==> config.mk <==
export PLATFORM = sky130hd
export DESIGN_NAME = ls_rx_core
export DESIGN_NICKNAME = d
export VERILOG_FILES = /design/src/rtl/ls_rx_pkg.sv /design/src/rtl/ls_rx_phase.sv /design/src/rtl/ls_rx_bitdec.sv /design/src/rtl/ls_rx_core.sv
export SDC_FILE = /design/constraint.sdc
export NUM_CORES = 1
export LEC_CHECK = 0
export ABC_AREA = 1
export CAP_MARGIN = 5
export CORE_ASPECT_RATIO = 1.5
export CORE_MARGIN = 8
export CORE_UTILIZATION = 58
export CTS_CLUSTER_SIZE = 14
export DETAILED_ROUTE_END_ITERATION = 10
export PLACE_DENSITY_LB_ADDON = 0.15
export SLEW_MARGIN = 30
export SYNTH_ARGS = -nofsm -noshare
export SYNTH_HDL_FRONTEND = slang
export SYNTH_SLANG_ARGS = --single-unit
==> constraint.sdc <==
create_clock -name clk -period 1.8 [get_ports clk]
set_input_delay 0.54 -clock clk [delete_from_list [all_inputs] [get_ports clk]]
set_output_delay 0.54 -clock clk [all_outputs]
set_load 0.02 [all_outputs]
==> src/rtl/ls_rx_pkg.sv <==
package ls_rx_pkg;
  typedef logic [1:0] line_t;  // {D+, D-}
  localparam line_t LN_J   = 2'b01;
  localparam line_t LN_K   = 2'b10;
  localparam line_t LN_SE0 = 2'b00;
  typedef enum logic [1:0] {ST_IDLE, ST_HUNT, ST_RECV, ST_DRAIN} rx_state_e;
endpackage

==> src/rtl/ls_rx_phase.sv <==
// Bit-phase counter: realigns on a hunt edge, nudges by one clock on data edges.
module ls_rx_phase #(
  parameter int BIT_CLKS = 11
) (
  input  logic clk,
  input  logic rst_n,
  input  logic realign,
  input  logic track_en,
  input  logic edge_seen,
  output logic samp
);
  localparam int PW  = $clog2(BIT_CLKS);
  localparam int CTR = BIT_CLKS / 2;

  logic [PW-1:0] ph_q, ph_d;

  always_comb begin
    ph_d = (ph_q == PW'(BIT_CLKS - 1)) ? '0 : ph_q + PW'(1);
    if (realign) begin
      ph_d = PW'(1);
    end else if (track_en && edge_seen) begin
      if (ph_q != '0 && ph_q < PW'(CTR)) begin
        ph_d = ph_q;                                   // edge late: hold one clock
      end else if (ph_q > PW'(CTR + 1)) begin           // edge early: skip one clock
        ph_d = (ph_q >= PW'(BIT_CLKS - 2)) ? ph_q - PW'(BIT_CLKS - 2) : ph_q + PW'(2);
      end
    end
  end

  always_ff @(posedge clk or negedge rst_n) begin
    if (!rst_n) ph_q <= '0;
    else        ph_q <= ph_d;
  end

  assign samp = (ph_q == PW'(CTR));
endmodule

==> src/rtl/ls_rx_bitdec.sv <==
// NRZI decode, stuffed-bit removal and LSB-first packing.
module ls_rx_bitdec #(
  parameter int BYTE_W    = 8,
  parameter int STUFF_RUN = 6
) (
  input  logic              clk,
  input  logic              rst_n,
  input  logic              start,
  input  logic              shift_en,
  input  logic              level,
  output logic              byte_done,
  output logic [BYTE_W-1:0] byte_val
);
  localparam int OW = $clog2(STUFF_RUN + 1);
  localparam int BW = $clog2(BYTE_W);

  logic              prev_q, prev_d;
  logic [OW-1:0]     ones_q, ones_d;
  logic [BW-1:0]     cnt_q, cnt_d;
  logic [BYTE_W-1:0] sh_q, sh_d;
  logic              bit_v, stuffed;

  always_comb begin
    bit_v     = (level == prev_q);
    stuffed   = (ones_q == OW'(STUFF_RUN));
    byte_val  = {bit_v, sh_q[BYTE_W-1:1]};
    byte_done = shift_en && !stuffed && (cnt_q == BW'(BYTE_W - 1));
    prev_d = prev_q;
    ones_d = ones_q;
    cnt_d  = cnt_q;
    sh_d   = sh_q;
    if (start) begin
      prev_d = 1'b0;       // sync ends on K, D- low
      ones_d = OW'(1);     // final sync bit decodes as 1
      cnt_d  = '0;
      sh_d   = '0;
    end else if (shift_en) begin
      prev_d = level;
      if (stuffed) begin
        ones_d = '0;
      end else begin
        ones_d = bit_v ? ones_q + OW'(1) : '0;
        sh_d   = byte_val;
        cnt_d  = cnt_q + BW'(1);
      end
    end
  end

  always_ff @(posedge clk or negedge rst_n) begin
    if (!rst_n) begin
      prev_q <= 1'b0;
      ones_q <= '0;
      cnt_q  <= '0;
      sh_q   <= '0;
    end else begin
      prev_q <= prev_d;
      ones_q <= ones_d;
      cnt_q  <= cnt_d;
      sh_q   <= sh_d;
    end
  end
endmodule

==> src/rtl/ls_rx_core.sv <==
module ls_rx_core #(
  parameter int BIT_CLKS       = 11,
  parameter int BUF_BYTES      = 8,
  parameter int SYNC_WAIT_BITS = 3,
  localparam int AW = (BUF_BYTES > 1) ? $clog2(BUF_BYTES) : 1,
  localparam int LW = $clog2(BUF_BYTES + 1)
) (
  input  logic          clk,
  input  logic          rst_n,
  input  logic          usb_dp,
  input  logic          usb_dm,
  output logic          byte_vld,
  output logic [7:0]    byte_data,
  output logic [AW-1:0] byte_addr,
  output logic          pkt_done,
  output logic [LW-1:0] pkt_len,
  output logic          err_ovf,
  output logic          tmo_evt
);
  import ls_rx_pkg::*;

  localparam int WAIT_CLKS = SYNC_WAIT_BITS * BIT_CLKS;
  localparam int WW        = $clog2(WAIT_CLKS + 1);

  line_t     line_q, line_qq;
  rx_state_e st_q, st_d;
  logic [WW-1:0] wait_q, wait_d;
  logic      kseen_q, kseen_d;
  logic [LW-1:0] cnt_q, cnt_d;
  logic      bv_q, bv_d, pd_q, pd_d, te_q, te_d, ovf_q, ovf_d;
  logic [7:0] data_q, data_d;
  logic [AW-1:0] addr_q, addr_d;
  logic [LW-1:0] len_q, len_d;

  logic edge_seen, arm, jk_edge, samp, realign, track_en;
  logic dec_start, shift_en, byte_done;
  logic [7:0] byte_val;

  assign edge_seen = (line_q != line_qq);
  assign arm       = (line_qq == LN_J) && (line_q != LN_J);
  assign jk_edge   = (line_qq == LN_J) && (line_q == LN_K);

  ls_rx_phase #(.BIT_CLKS(BIT_CLKS)) u_phase (
    .clk(clk), .rst_n(rst_n), .realign(realign), .track_en(track_en),
    .edge_seen(edge_seen), .samp(samp)
  );

  ls_rx_bitdec #(.BYTE_W(8), .STUFF_RUN(6)) u_dec (
    .clk(clk), .rst_n(rst_n), .start(dec_start), .shift_en(shift_en),
    .level(line_q[0]), .byte_done(byte_done), .byte_val(byte_val)
  );

  always_comb begin
    st_d = st_q;  wait_d = wait_q;  kseen_d = kseen_q;  cnt_d = cnt_q;
    realign = 1'b0;  track_en = 1'b0;  dec_start = 1'b0;  shift_en = 1'b0;
    bv_d = 1'b0;  pd_d = 1'b0;  te_d = 1'b0;  ovf_d = ovf_q;
    data_d = data_q;  addr_d = addr_q;  len_d = len_q;
    unique case (st_q)
      ST_IDLE: begin
        if (arm) begin
          st_d = ST_HUNT;  realign = 1'b1;  wait_d = '0;  kseen_d = 1'b0;
        end
      end
      ST_HUNT: begin
        wait_d = wait_q + WW'(1);
        if (jk_edge) begin
          realign = 1'b1;  wait_d = '0;
        end
        if (samp) begin
          if (line_q == LN_K) begin
            kseen_d = 1'b1;
            if (kseen_q) begin
              st_d = ST_RECV;  dec_start = 1'b1;  cnt_d = '0;  ovf_d = 1'b0;
            end
          end else begin
            kseen_d = 1'b0;
          end
        end else if (!jk_edge && wait_q == WW'(WAIT_CLKS - 1)) begin
          te_d = 1'b1;  st_d = ST_IDLE;
        end
      end
      ST_RECV: begin
        track_en = 1'b1;
        if (samp) begin
          if (line_q == LN_SE0) begin
            pd_d = 1'b1;  len_d = cnt_q;  st_d = ST_IDLE;
          end else begin
            shift_en = 1'b1;
            if (byte_done) begin
              if (cnt_q == LW'(BUF_BYTES)) begin
                ovf_d = 1'b1;  st_d = ST_DRAIN;
              end else begin
                bv_d = 1'b1;  data_d = byte_val;  addr_d = cnt_q[AW-1:0];
                cnt_d = cnt_q + LW'(1);
              end
            end
          end
        end
      end
      default: begin
        if (line_q == LN_SE0) st_d = ST_IDLE;
      end
    endcase
  end

  always_ff @(posedge clk or negedge rst_n) begin
    if (!rst_n) begin
      line_q <= LN_J;  line_qq <= LN_J;  st_q <= ST_IDLE;
      wait_q <= '0;  kseen_q <= 1'b0;  cnt_q <= '0;
      bv_q <= 1'b0;  pd_q <= 1'b0;  te_q <= 1'b0;  ovf_q <= 1'b0;
      data_q <= '0;  addr_q <= '0;  len_q <= '0;
    end else begin
      line_q <= {usb_dp, usb_dm};  line_qq <= line_q;  st_q <= st_d;
      wait_q <= wait_d;  kseen_q <= kseen_d;  cnt_q <= cnt_d;
      bv_q <= bv_d;  pd_q <= pd_d;  te_q <= te_d;  ovf_q <= ovf_d;
      if (bv_d) begin
        data_q <= data_d;  addr_q <= addr_d;
      end
      if (pd_d) len_q <= len_d;
    end
  end

  assign byte_vld  = bv_q;
  assign byte_data = data_q;
  assign byte_addr = addr_q;
  assign pkt_done  = pd_q;
  assign pkt_len   = len_q;
  assign err_ovf   = ovf_q;
  assign tmo_evt   = te_q;
endmodule

Word level (Yosys, flattened, before mapping)
Index checks and enable logic that the tools add are counted.
{"block": "word_totals", "ff_bits": 55, "in_bits": 4, "out_inout_bits": 19, "elab_cells": 157}
{"block": "classes", "addsub": 7, "n_lt_le_gt_ge": 3, "eq_ne": 29, "muxes": 74, "n_bitwise": 2, "reduce_logical": 24}
{"operator": "2-to-1 mux 4 bit", "n": 13}
{"operator": "2-to-1 mux 1 bit", "n": 33}
{"operator": "2-to-1 mux 8 bit", "n": 3}
{"operator": "AND reduction 8 bit", "n": 3}
{"operator": "2-to-1 mux 3 bit", "n": 7}
{"operator": "2-to-1 mux 2 bit", "n": 10}
{"operator": "!= test 2 bit (second input constant)", "n": 10}
{"operator": "!= test 3 bit (second input constant)", "n": 6}
{"operator": "2-to-1 mux 6 bit", "n": 2}
{"operator": "one-hot mux 6 bit (2 select lines)", "n": 1}
{"operator": "adder 4 x 1 -> 4 bit (second input constant)", "n": 2}
{"operator": "== test 4 bit (second input constant)", "n": 2}
{"operator": "one-hot mux 4 bit (2 select lines)", "n": 1}
{"operator": "nonzero test 4 bit", "n": 2}
{"operator": "logical AND 1 bit", "n": 7}
{"operator": "adder 3 x 1 -> 3 bit (second input constant)", "n": 2}
{"operator": "adder 6 x 1 -> 6 bit (second input constant)", "n": 1}
{"operator": "== test 3 bit (second input constant)", "n": 2}
{"operator": "== test 6 bit (second input constant)", "n": 1}
{"operator": "one-hot mux 1 bit (2 select lines)", "n": 3}
{"operator": "one-hot mux 2 bit (3 select lines)", "n": 1}
{"operator": "AND reduction 6 bit", "n": 1}
{"operator": "nonzero test 2 bit", "n": 3}
{"operator": "adder 4 x 2 -> 4 bit (second input constant)", "n": 1}
{"operator": "other kinds (16)", "n": 22}

Logic depth before layout (Yosys ltp)
{"block": "logic_depth", "word_depth": 11, "depth_mapped": 11, "mapped_depth_nobuf": 11}

Cells and area by module
A second synthesis with hierarchy kept.
{"block": "unflattened", "hier_cells": 367, "hier_area_um2": 2957.8}
{"module": "ls_rx_core", "instances": 1, "cells_per_inst": 206, "area_each_um2": 1696.6, "seq_area_each_um2": 903.4}
{"module": "ls_rx_bitdec", "instances": 1, "cells_per_inst": 88, "area_each_um2": 737.0, "seq_area_each_um2": 350.3}
{"module": "ls_rx_phase", "instances": 1, "cells_per_inst": 73, "area_each_um2": 524.3, "seq_area_each_um2": 100.1}

Worst setup path after synthesis
No wires, ideal clock.
{"block": "synth_path", "path_type": "reg-to-reg", "from": "register u_phase.ph_q[1]", "to": "register data_q[7], in the netlist byte_data[7]", "setup_time_ps": 126, "arrival_time_ps": 1566, "t_required_ps": 1674, "slack_ps": 108, "path_stages_with_launch": 11, "path_buffers": 1, "synth_period_minus_slack_ps": 1692, "cell_sequence": "dfrtp_1 -> inv_1 -> ha_1 -> nand2_1 -> nor2_4 -> nand2_2 -> inv_2 -> nand4_4 -> buf_6 -> nand2_1 -> o21ai_2"}
{"block": "synth_between", "elab_chain_len": 10}
{"element": "start: declaration", "line": "ls_rx_phase.sv:15", "source": "logic [PW-1:0] ph_q, ph_d;"}
{"element": "start signal: assignment", "line": "ls_rx_phase.sv:32", "source": "else ph_q <= ph_d;"}
{"element": "== test 4 x 3 -> 1 bit *", "line": "ls_rx_phase.sv:35", "source": "assign samp = (ph_q == PW'(CTR));"}
{"element": "2-to-1 mux 1 bit", "line": "ls_rx_core.sv:84", "source": "if (samp) begin"}
{"element": "2-to-1 mux 1 bit", "line": "ls_rx_core.sv:58", "source": "unique case (st_q)"}
{"element": "logical AND 1 bit (2 in series)", "line": "ls_rx_bitdec.sv:27", "source": "byte_done = shift_en && !stuffed && (cnt_q == BW'(BYTE_W - 1));"}
{"element": "2-to-1 mux 1 bit", "line": "ls_rx_core.sv:89", "source": "if (byte_done) begin"}
{"element": "2-to-1 mux 1 bit", "line": "ls_rx_core.sv:85", "source": "if (line_q == LN_SE0) begin"}
{"element": "2-to-1 mux 1 bit", "line": "ls_rx_core.sv:84"}
{"element": "2-to-1 mux 1 bit", "line": "ls_rx_core.sv:58"}
{"element": "AND reduction 6 bit (no line) *"}
{"element": "end signal: assignment", "line": "ls_rx_core.sv:117", "source": "data_q <= data_d; addr_q <= addr_d;"}
{"element": "end: declaration", "line": "ls_rx_core.sv:31", "source": "logic [7:0] data_q, data_d;"}
Every way passes the cells marked *; elsewhere a longest branch is shown, timed or not.
A chain may end at the register's enable or synchronous reset.

Worst setup path in the final report
{"block": "layout_path", "from": "register u_phase.ph_q[1]", "to": "register u_phase.ph_q[0]"}
{"block": "layout_between", "elab_chain_len": 6, "elab_cells_between_ends": 13, "classes_between": "3 x order compare; 2 x eq/ne; 6 x mux; 2 x reduce/logical"}
{"element": "greater-or-equal comparator 4 bit / == test 4 bit (equally long branches)", "line": "ls_rx_phase.sv:25, ls_rx_phase.sv:18"}
{"element": "2-to-1 mux 4 bit (on tied branches)", "line": "ls_rx_phase.sv:25, ls_rx_phase.sv:18"}
{"element": "2-to-1 mux 4 bit", "line": "ls_rx_phase.sv:24", "source": "end else if (ph_q > PW'(CTR + 1)) begin"}
{"element": "2-to-1 mux 4 bit", "line": "ls_rx_phase.sv:22", "source": "if (ph_q != '0 && ph_q < PW'(CTR)) begin"}
{"element": "2-to-1 mux 4 bit", "line": "ls_rx_phase.sv:21", "source": "end else if (track_en && edge_seen) begin"}
{"element": "2-to-1 mux 4 bit", "line": "ls_rx_phase.sv:19", "source": "if (realign) begin"}
Parallel ways exist; a longest one is shown, timed or not. The select of a mux whose other input is x is not followed.

==> results.md <==
* **Die Y** 103 um
* **H-tree levels** 2
* **Syn Inst Count** 345
* **vias per cell** 5.20
* **area of the core** 5000 um2
* **setup TNS after final layout** 0 ns
* **number of synthesized flops with an enable pin** 0
* **fill cell instance count of the final layout** 434
* **Die Width** 74.1 um
* **clock tree root driver cell** sky130_fd_sc_hd__clkbuf_8
* **most frequent standard cell in the layout excluding fill and tap cells** sky130_fd_sc_hd__nand2_1
* **all-layer global routing usage** 16.8%
* **average size of a mapped cell** 8.53 um2
* **slew at the pin closest to its max-slew limit** 0.392 ns
* **final worst-path cycle share** 93.2%
* **top library cells by usage in the layout, fill and taps aside** sky130_fd_sc_hd__nand2_1 (86), sky130_fd_sc_hd__dfrtp_1 (51), sky130_fd_sc_hd__inv_1 (35), sky130_fd_sc_hd__nand3_1 (30), sky130_fd_sc_hd__nor2_1 (24)
* **highest attainable clock frequency** 0.596 GHz
* **TritonCTS clock tree** done
* **starting utilization of the core area** 58.8%
* **Vias** 2319
* **via count of the first global-routing pass** 2198
* **synthesis-stage register bit count** 54
* **critical path start-end classification** reg2reg
* **number of routed nets with antenna violations** 0
* **detailed-placement wirelength estimate** 4400 um
* **top_reg_cell synth** sky130_fd_sc_hd__dfrtp_1
* **Static Leakage** 1.74 nW
* **global-route wire length before repair** 9980 um
* **worst-path maximum fanout** 4
* **Placer Congestion** 0.925
* **summed instance area of the synthesized netlist** 2940 um2
* **die area** 7650 um2
* **maximum number of pins on one net before global-route repair** 55
* **clk sink count** 54
* **Port Buf Inserts** 22
* **wire length after detailed routing** 5840 um
* **Antenna Cells** 0
* **critical path capture point type** flip-flop
* **Worst Setup SP** u_phase.ph_q[1]
* **number of max-cap violations** 0
* **Cell Area, Placed** 3240 um2
* **RSZ-0062 raised after global routing** yes
* **arrival time worst endpoint** 1.88 ns
* **Synthesis Warnings** 0
* **antenna violations before repair** 0
* **shortest period the worst path allows** 1.68 ns
* **status** complete, no violations
* **total setup violations reported at the end of the flow** 0
* **Routed wire per std cell** 13.1 um
* **summed area of non-filler cells in the final layout** 3410 um2
* **Layout area overhead** 15.8%
* **residual DRC count** 0
* **PD cells** 1200 nW/um2
* **detailed-routing iteration count for the pre-antenna-repair pass** 4
* **detailed router's first-iteration violation count** 103
* **syn nets** 364
* **hold violation count in the final report** 0
* **sequential cell area fraction in the yosys report** 46.0%
* **total congestion overflow** 0
* **Clock Pin Slew Worst Setup and Hold Paths** 0.09 ns
* **number of placed I/O pins** 23
* **maximum resistive drop on vdd** 0.000776 V
* **CTS max path bufs** 2
* **Tightest Hold Check Type** in2async
* **launch instance of the worst register-to-register path** u_phase.ph_q[1]
* **required time of the worst setup path** 2.00 ns
* **share of layout cells above drive strength 1** 14.3%
* **maximum clock skew at final layout** 0.00759 ns
* **Unique masters post-synth** 36
* **nets@finish** 396
* **number of buffers added by the clock tree synthesis step** 5
* **CP startpoint kind** flip-flop
* **standard-cell rows** 32
* **quantity of hold-fixing buffers added after cts** 0
* **clock latency on the worst-skew pair** 0.31 ns
* **Slew Limit Fails** 0
* **worst slew margin relative to its limit** 73.9%
* **share of flip-flops with an asynchronous set or reset** 100%
[routing by layer]
metal / global-route usage (%) / vias up / part of all wire [%]
met5: 0 / - / 0
met3: 3.09 / 10 / 3.4
met1: 18.3 / 1092 / 40
li1: - / 1187 / -
met4: 6.18 / 0 / 2.0
met2: 31.0 / 30 / 54
[cell usage after synthesis, types with 3 or more instances]
library cell | n | area [um2]
sky130_fd_sc_hd__inv_1 | 36 | 135
sky130_fd_sc_hd__dfrtp_1 | 52 | 1300
sky130_fd_sc_hd__o21ai_2 | 8 | 70.1
sky130_fd_sc_hd__xor2_1 | 5 | 43.8
sky130_fd_sc_hd__o21ai_1 | 7 | 35.0
sky130_fd_sc_hd__nand2_2 | 4 | 25.0
sky130_fd_sc_hd__nor2_4 | 3 | 33.8
sky130_fd_sc_hd__inv_2 | 4 | 15.0
sky130_fd_sc_hd__xnor2_1 | 3 | 26.3
sky130_fd_sc_hd__nand2_1 | 87 | 327
sky130_fd_sc_hd__nand4_1 | 4 | 25.0
sky130_fd_sc_hd__buf_6 | 5 | 56.3
sky130_fd_sc_hd__nor2_1 | 24 | 90.1
sky130_fd_sc_hd__nand3_1 | 31 | 155
sky130_fd_sc_hd__a21oi_1 | 12 | 60.1
sky130_fd_sc_hd__o31ai_1 | 3 | 22.5
sky130_fd_sc_hd__ha_1 | 15 | 188
sky130_fd_sc_hd__o21ai_0 | 21 | 105
[critical path, cell delays in order (launching register included)]
cell                      delay, ns
sky130_fd_sc_hd__dfrtp_1       0.38
sky130_fd_sc_hd__inv_1         0.10
sky130_fd_sc_hd__buf_4         0.15
sky130_fd_sc_hd__ha_1          0.18
sky130_fd_sc_hd__inv_1         0.05
sky130_fd_sc_hd__nand2_1       0.05
sky130_fd_sc_hd__nand2_1       0.08
sky130_fd_sc_hd__nor2_1        0.16
sky130_fd_sc_hd__inv_1         0.06
sky130_fd_sc_hd__nor2_1        0.19
sky130_fd_sc_hd__nor2_1        0.08
sky130_fd_sc_hd__nand2_1       0.06
sky130_fd_sc_hd__nand2_1       0.04
[final cells by class]
cell class / instances / area, um2 / share of cell area [%]
clock inverter: 3 / 43.8 / 1.29
sequential: 54 / 1360 / 39.8
timing repair buffer: 31 / 283 / 8.30
tap: 68 / 85.1 / 2.50
multi-input combinational: 244 / 1410 / 41.5
inverter: 41 / 159 / 4.66
clock buffer: 5 / 68.8 / 2.02
[final timing paths]
path,endpoint,slack (ns),cells past startpoint
setup / recovery,u_phase.ph_q[0],0.12,12
hold / removal,pkt_len[0],0.21,2
setup reg to reg,u_phase.ph_q[0],0.12,12
hold reg to reg,line_qq[0],0.44,0
max in group asynchronous,line_q[0],1.30,2
min in group clk,line_qq[0],0.44,0
[registers in the layout, summed over array words and instances (netlist names)]
signal and cells:
u_dec.sh_q 7, u_dec.cnt_q 3, st_q 2, pkt_len 4, byte_data 8, u_dec.prev_q 1
wait_q 6, err_ovf 1, kseen_q 1, line_q 2, cnt_q 4, u_dec.ones_q 3
tmo_evt 1, pkt_done 1, byte_vld 1, line_qq 2, u_phase.ph_q 4, byte_addr 3
[cell families (layout without fill, tap and decap cells)]
| group | count (synthesis) | count (layout) | synth area share [%] |
|---|---|---|---|
| AOI/OAI and AO/OA | 57 | 57 | 11.4 |
| xor gates and xnor gates | 8 | 8 | 2.38 |
| adders and majority gates | 15 | 15 | 6.38 |
| buffers and inverters | 48 | 80 | 7.66 |
| DFF | 54 | 54 | 46.0 |
| and+or+nand+nor | 163 | 164 | 26.1 |
[power by group]
part           internal, mW  total [mW]  switching [mW]  leakage (nW)
Sequential             1.41        1.62           0.210         0.715
Combinational         0.627        1.65            1.02         0.965
Clock                 0.417       0.811           0.394        0.0585
Total                  2.45        4.07            1.62          1.74
[stage by stage]
step                setup WS, ns  hold WS, ns  utilization, %  power (mW)  std cells
floorplan                  0.108        0.244               -        2.80        345
global placement        -0.00221        0.426            64.7        3.19        435
detailed placement       -0.0885        0.425            64.7        3.23        435
CTS                     0.000282        0.214            67.1        4.04        444
global route             -0.0218        0.234            68.1        4.41        446
finish                     0.122        0.208            68.1        4.07        446
[repair_timing]
item,4_1_cts,5_1_grt
cloned,1,0
endpoints found under the setup margin,29,30
setup buffers,0,2
gates resized for setup,18,10
pin swaps,0,2
Note: power is estimated with default switching activity, not from simulation.
